`src/rtl/uaf_pkg.sv`:
```
package uaf_pkg;
  // Per-character decision taken by the accept-state logic.
  typedef enum logic [1:0] {
    DEC_DROP = 2'd0,
    DEC_DATA = 2'd1,
    DEC_ADDR = 2'd2
  } uaf_dec_e;
endpackage

```
`src/rtl/uaf_addr_cmp.sv`:
```
module uaf_addr_cmp #(
  parameter int DATA_W    = 8,
  parameter int NUM_MATCH = 2
) (
  input  logic [NUM_MATCH-1:0][DATA_W-1:0] match_vals,
  input  logic [NUM_MATCH-1:0]             match_en,
  input  logic [DATA_W-1:0]                chr,
  output logic                             hit,
  output logic                             any_en
);
  logic [NUM_MATCH-1:0] hits;

  // One equality comparator per match value, gated by its own enable.
  for (genvar i = 0; i < NUM_MATCH; i++) begin : g_cmp
    assign hits[i] = match_en[i] && (chr == match_vals[i]);
  end

  assign hit    = |hits;
  assign any_en = |match_en;
endmodule

```
`src/rtl/uaf_accept_state.sv`:
```
module uaf_accept_state
  import uaf_pkg::*;
(
  input  logic     clk,
  input  logic     rst_n,
  input  logic     fire,
  input  logic     mark,
  input  logic     any_en,
  input  logic     hit,
  output uaf_dec_e dec,
  output logic     acc_q
);
  always_comb begin
    if (!any_en)   dec = DEC_DATA;
    else if (mark) dec = hit ? DEC_ADDR : DEC_DROP;
    else           dec = acc_q ? DEC_DATA : DEC_DROP;
  end

  // Only a marked character under active filtering moves the flag.
  always_ff @(posedge clk) begin
    if (!rst_n)                      acc_q <= 1'b0;
    else if (fire && any_en && mark) acc_q <= hit;
  end
endmodule

```
`src/rtl/uaf_out_stage.sv`:
```
module uaf_out_stage
  import uaf_pkg::*;
#(
  parameter int DATA_W = 8
) (
  input  logic              clk,
  input  logic              rst_n,
  input  logic              in_valid,
  output logic              in_ready,
  output logic              fire,
  input  uaf_dec_e          dec,
  input  logic [DATA_W-1:0] chr,
  output logic              out_valid,
  input  logic              out_ready,
  output logic [DATA_W-1:0] out_data,
  output logic              out_addr
);
  assign in_ready = !out_valid || out_ready;
  assign fire     = in_valid && in_ready;

  always_ff @(posedge clk) begin
    if (!rst_n) begin
      out_valid <= 1'b0;
    end else if (fire) begin
      out_valid <= (dec != DEC_DROP);
    end else if (out_ready) begin
      out_valid <= 1'b0;
    end
  end

  always_ff @(posedge clk) begin
    if (!rst_n) begin
      out_data <= '0;
      out_addr <= 1'b0;
    end else if (fire && dec != DEC_DROP) begin
      out_data <= chr;
      out_addr <= (dec == DEC_ADDR);
    end
  end
endmodule

```
`src/rtl/uart_addr_filter.sv`:
```
module uart_addr_filter
  import uaf_pkg::*;
#(
  parameter int DATA_W = 8
) (
  input  logic              clk,
  input  logic              rst_n,
  input  logic              in_valid,
  output logic              in_ready,
  input  logic [DATA_W-1:0] in_data,
  input  logic              in_mark,
  input  logic [DATA_W-1:0] match_a,
  input  logic [DATA_W-1:0] match_b,
  input  logic              en_a,
  input  logic              en_b,
  output logic              out_valid,
  input  logic              out_ready,
  output logic [DATA_W-1:0] out_data,
  output logic              out_addr,
  output logic              match_state
);
  localparam int NUM_MATCH = 2;

  logic [NUM_MATCH-1:0][DATA_W-1:0] match_vals;
  logic [NUM_MATCH-1:0]             match_en;
  logic     hit, any_en, fire;
  uaf_dec_e dec;

  assign match_vals = {match_b, match_a};
  assign match_en   = {en_b, en_a};

  uaf_addr_cmp #(.DATA_W(DATA_W), .NUM_MATCH(NUM_MATCH)) u_cmp (
    .match_vals (match_vals),
    .match_en   (match_en),
    .chr        (in_data),
    .hit        (hit),
    .any_en     (any_en)
  );

  uaf_accept_state u_acc (
    .clk    (clk),
    .rst_n  (rst_n),
    .fire   (fire),
    .mark   (in_mark),
    .any_en (any_en),
    .hit    (hit),
    .dec    (dec),
    .acc_q  (match_state)
  );

  uaf_out_stage #(.DATA_W(DATA_W)) u_out (
    .clk       (clk),
    .rst_n     (rst_n),
    .in_valid  (in_valid),
    .in_ready  (in_ready),
    .fire      (fire),
    .dec       (dec),
    .chr       (in_data),
    .out_valid (out_valid),
    .out_ready (out_ready),
    .out_data  (out_data),
    .out_addr  (out_addr)
  );
endmodule

```
`config.mk`:
```
export PLATFORM = sky130hd
export DESIGN_NAME = uart_addr_filter
export DESIGN_NICKNAME = d
export VERILOG_FILES = /design/src/rtl/uaf_pkg.sv /design/src/rtl/uaf_addr_cmp.sv /design/src/rtl/uaf_accept_state.sv /design/src/rtl/uaf_out_stage.sv /design/src/rtl/uart_addr_filter.sv
export SDC_FILE = /design/constraint.sdc
export NUM_CORES = 1
export LEC_CHECK = 0
export BUFFER_PORTS_ARGS = -buffer_cell sky130_fd_sc_hd__clkbuf_2
export CAP_MARGIN = 5
export CORE_MARGIN = 3
export CORE_UTILIZATION = 37
export DETAILED_ROUTE_END_ITERATION = 7
export PLACE_DENSITY = 0.72
export SLEW_MARGIN = 25
export SYNTH_ARGS = -nofsm -noshare
export SYNTH_HDL_FRONTEND = slang
export SYNTH_SLANG_ARGS = --single-unit
```
`constraint.sdc`:
```
create_clock -name clk -period 1.23 [get_ports clk]
set_input_delay 0.0615 -clock clk [delete_from_list [all_inputs] [get_ports clk]]
set_output_delay 0.0615 -clock clk [all_outputs]
set_load 0.02 [all_outputs]
```
# After elaboration in Yosys (flattened, before gate mapping)

Index checks and enable logic that the tools add are counted.

Register bits: 11
Bits of input ports: 31
Output and inout port bits: 12
Word-level logic and storage cells: 25

Eq/ne operators: 3
Multiplexer cells: 6
Reductions and logical operators: 12

Operators by type and width:

| operator           | count |
|---|---|
| $eq 8x8->1         | 2 |
| $logic_and 1x1->1  | 6 |
| $mux 2             | 3 |
| $reduce_bool 2->1  | 2 |
| $reduce_or 2->1    | 2 |
| $mux 1             | 3 |
| $eq 2x2->1 const B | 1 |
| $logic_not 1->1    | 1 |
| $logic_or 1x1->1   | 1 |

# Logic depth before layout (Yosys ltp)

Word-level depth: 8
Mapped depth: 6
Depth with buffers taken out: 5

# By module

Synthesis repeated with hierarchy kept, for this count alone.

Cells, all modules: 77
Area, all modules: 668.1 um^2

By module, submodules not included:

| module           | times used | cells an instance | area an instance (um^2) | sequential area each (um^2) |
|---|---|---|---|---|
| uaf_out_stage    | 1          | 45                | 424.2                   | 200.2 |
| uaf_addr_cmp     | 1          | 24                | 185.2                   | 0.0 |
| uaf_accept_state | 1          | 8                 | 58.8                    | 20.0 |

# Worst setup path before layout

OpenSTA, ideal clock, no wires.

Path kind: register -> register
Start point: register u_out.out_valid
End point: register u_out.out_data[0]
Library setup time: 0.119 ns
Arrival time: 1.326 ns
Data required time: 1.111 ns
Path slack: -0.215 ns
Stages on the path, launching flop included: 7
Path buffers: 1
Clock period less this slack: 1.445 ns
Cell sequence: dfxtp_1 nand2b_4 o2111ai_4 nor4_2 nor3_1 buf_6 mux2i_1

Longest elaborated chain between the ends: 4

Ends and longest elaborated chain:

| item                   | line                  | source |
|---|---|---|
| start, declared        | uaf_out_stage.sv:13   | `output logic out_valid,` |
| start signal, assigned | uaf_out_stage.sv:25   | `out_valid <= (dec != DEC_DROP);` |
| $logic_not 1->1        | uaf_out_stage.sv:18   | `assign in_ready = !out_valid \|\| out_ready;` |
| $logic_or 1x1->1       | uaf_out_stage.sv:18   |  |
| net in_ready           | uart_addr_filter.sv:9 | `output logic in_ready,` |
| $logic_and 1x1->1      | uaf_out_stage.sv:19   | `assign fire = in_valid && in_ready;` |
| $logic_and 1x1->1      | uaf_out_stage.sv:35   | `end else if (fire && dec != DEC_DROP) begin` |
| end signal, assigned   | uaf_out_stage.sv:36   | `out_data <= chr;` |
| end, declared          | uaf_out_stage.sv:15   | `output logic [DATA_W-1:0] out_data,` |

The timed path passes the listed nets, and every way through them passes these cells.
A chain may end at the register's enable or synchronous reset.

# Worst setup path in the final report

Start point: register u_out.out_valid
End point: register u_out.out_data[0]

Longest elaborated chain between the ends: 4

Ends and longest elaborated chain:

| item              | line |
|---|---|
| $logic_not 1->1   | uaf_out_stage.sv:18 |
| $logic_or 1x1->1  | uaf_out_stage.sv:18 |
| $logic_and 1x1->1 | uaf_out_stage.sv:19 |
| $logic_and 1x1->1 | uaf_out_stage.sv:35 |

Every way passes these cells.

==> results_dict.tcl <==
set metrics [dict create \
    netlist.area_leader.share 0.328 \
    worst_pin_slew_ns 0.324 \
    dominantRegCellSynth "dfxtp_1" \
    grt_util_met2 0.258 \
    ys_top_cells_by_area "dfxtp_1, xnor2_1, mux2i_1, nand2_1, o2111ai_4" \
    hp-class "input port to flip-flop" \
    drc 0 \
    first_pass_iters 2 \
    fp.dieH_um 48.6 \
    boundaryPins 43 \
    yosysWarnings 0 \
    area_growth_syn_to_layout_pct 58.8 \
    pwr-share-clk 0.283 \
    synth_fa_ha_area_frac 0 \
    required_ns 1.38 \
    critPathArrivalTime_ns 1.44 \
    start_kind "flip-flop" \
    relSlewSlack 0.784 \
    synth-seq-cells 11 \
    syn_nets 105 \
    antenna_cells 0 \
    clk_latency_ns 0.26 \
    whs_ns 0.0757 \
    finalCritPeriodShare 1.05 \
    grt_pass1_vias 707 \
    nets 162 \
    cts_buffers 3 \
    clock_skew_ns 0.00202 \
    routedWlPerCell_um 10.4 \
    synth_compound_gate_area_share 0.0819 \
    cts-hold-fix-buffers 0 \
    power_density_mw_per_mm2 796 \
    wl_um 1600 \
    cts.sink_count 11 \
    port_buffers 42 \
    htreeDepth 1 \
    initial_utilization 0.417 \
    drive_gt1_frac 0.508 \
    crit_path_cell_trace "nand2b_4 > o2111ai_4 > nor4_4 > nor3_4 > buf_12 > mux2i_1" \
    grtUsageMet3 0.0521 \
    ys_types 20 \
    gp_congestion 0.717 \
    leakage_nw 0.537 \
    setup_viol_count_final 9 \
    routed_via_density 4.51 \
    die_x_um 48.6 \
    dieArea_mm2 0.00236 \
    antenna_left 0 \
    violations "setup timing" \
    yosys-top-cells-count "nand2_1, xnor2_1, dfxtp_1" \
    yosysTopAreaCell "dfxtp_1" \
    synth_mux_area_frac 0.119 \
    setup_slack_ns -0.0583 \
    grt.busiest_layer "met2" \
    grt_max_degree 20 \
    finalMaxSlewViolations 0 \
    synth_area_um2 672 \
    yosys.area_share.simple 0.229 \
    critical_path.slowest_cell "dfxtp_4" \
    synth_top_family_by_area "simple AND/OR/NAND/NOR gates" \
    worst_setup_path_end_kind "flip-flop" \
    pwr-share-seq 0.438 \
    period_minus_slack_ns 1.29 \
    grtUsageMet1 0.156 \
    core_area_mm2 0.00161 \
    synth_most_common_cell "nand2_1" \
    rows 14 \
    hpwl_um 1380 \
    critPathKind "flip-flop to flip-flop" \
    path_clk_slew_ns 0.07 \
    cts.path.max_buffers 2 \
    fmax_mhz 776 \
    rsz0062_at_grt "yes" \
    power_w 0.000850 \
    switchingPower_w 0.000232 \
    netlist_instances 74 \
    grt_use_total 0.142 \
    antenna_found_initial 0 \
    max-cap-violations 0 \
    cts_tree "built" \
    grt_pass1_wl_um 2690 \
    synth_edf_count 0 \
    vdd_drop_max_v 0.000690 \
    p_comb_frac 0.280 \
    intPower_w 0.000617 \
    max_stage_delay_ns 0.35 \
    hold_viol_final 0 \
    synth.avg_cell_area_um2 9.08 \
    async_flop_share 0 \
    switching_share 0.273 \
    crit_fanout 7 \
    status "finished with violations" \
    synth_xor_area_frac 0.209 \
    ys_seq_area_frac 0.328 \
    vias 695 \
    overflow 0 \
    cts_root_buffer "clkbuf_4" \
    drt_iter0_markers 2 \
]
[cell type report]
type | instances | area, µm²
multi-input cells | 59 | 462
flip-flops and latches | 11 | 225
repair buffers | 55 | 320
fillers | 149 | 544
clock buffers | 4 | 26.3
well taps | 24 | 30.0
inverters | 1 | 3.75
[worst max-delay path: cells and delay by family (launching register included)]
family,cells,cell delay (ns)
muxes,1,0.11
and+or+nand+nor,3,0.42
AOI/OAI and AO/OA,1,0.14
buffers and inverters,1,0.15
DFF,1,0.35
[power by group through the flow]
stage / Clock (W) / Combinational, W / Sequential [W]
floorplan: 0 / 0.000107 / 0.000394
global placement: 0 / 0.000225 / 0.000380
detailed placement: 0 / 0.000229 / 0.000380
CTS: 0.000245 / 0.000240 / 0.000372
global route: 0.000262 / 0.000259 / 0.000373
finish: 0.000240 / 0.000237 / 0.000372
[flip-flops by register name, indices dropped and copies added, names as in the netlist]
name	count
u_acc.acc_q	1
u_out.out_addr	1
u_out.out_data	8
u_out.out_valid	1
[logic make-up after synthesis]
| group | count (synthesis) |
|---|---|
| buffers and inverters | 4 |
| flip-flops | 11 |
| multiplexers | 8 |
| XOR/XNOR | 16 |
| AND/OR/NAND/NOR | 30 |
| AO/OA/AOI/OAI | 5 |
[layout by cell type (no fill, tap or decap), drive strengths merged]
cell type | netlist | routed
nor4 | 2 | 2
nor3 | 1 | 1
o22ai | 1 | 1
inv | 1 | 1
dfxtp | 11 | 11
nor2 | 1 | 1
xnor2 | 16 | 16
and3 | 1 | 1
mux2i | 8 | 8
clkbuf | 1 | 46
buf | 2 | 13
nand2 | 19 | 19
o2111ai | 1 | 1
a21boi | 3 | 3
nand4 | 2 | 2
nand2b | 2 | 2
nand3 | 2 | 2
[layer usage]
| layer | vias up | share of wire |
|---|---|---|
| li1 | 360 | - |
| met1 | 305 | 0.41 |
| met2 | 30 | 0.50 |
| met3 | 0 | 0.092 |
| met4 | 0 | 0 |
| met5 | - | 0 |
[timing repair]
item / in CTS / in global routing
pin swaps: 2 / 0
gates resized for setup: 1 / 2
setup buffers: 3 / 0
endpoints found under the setup margin: 9 / 11
[through the flow]
step	setup slack, ns	util	std cells	TNS [ns]	cell area (µm²)
2_1_floorplan	-0.0208	-	74	-0.167	699
3_3_place_gp	-0.376	0.618	147	-3.34	996
3_5_place_dp	-0.450	0.618	147	-3.81	996
4_1_cts	-0.0660	0.660	154	-0.519	1060
5_1_grt	-0.147	0.662	154	-1.25	1070
6_report	-0.0583	0.662	154	-0.412	1070
[worst paths after layout]
| check | from | end | slack, ns | cells after the start |
|---|---|---|---|---|
| max | u_out.out_valid | u_out.out_data[0] | -0.06 | 6 |
| min | in_data[5] | u_out.out_data[5] | 0.08 | 3 |
| max reg2reg | u_out.out_valid | u_out.out_data[0] | -0.06 | 6 |
| min reg2reg | u_out.out_data[7] | u_out.out_data[7] | 0.46 | 2 |
Power figures use the tool's default switching activity.
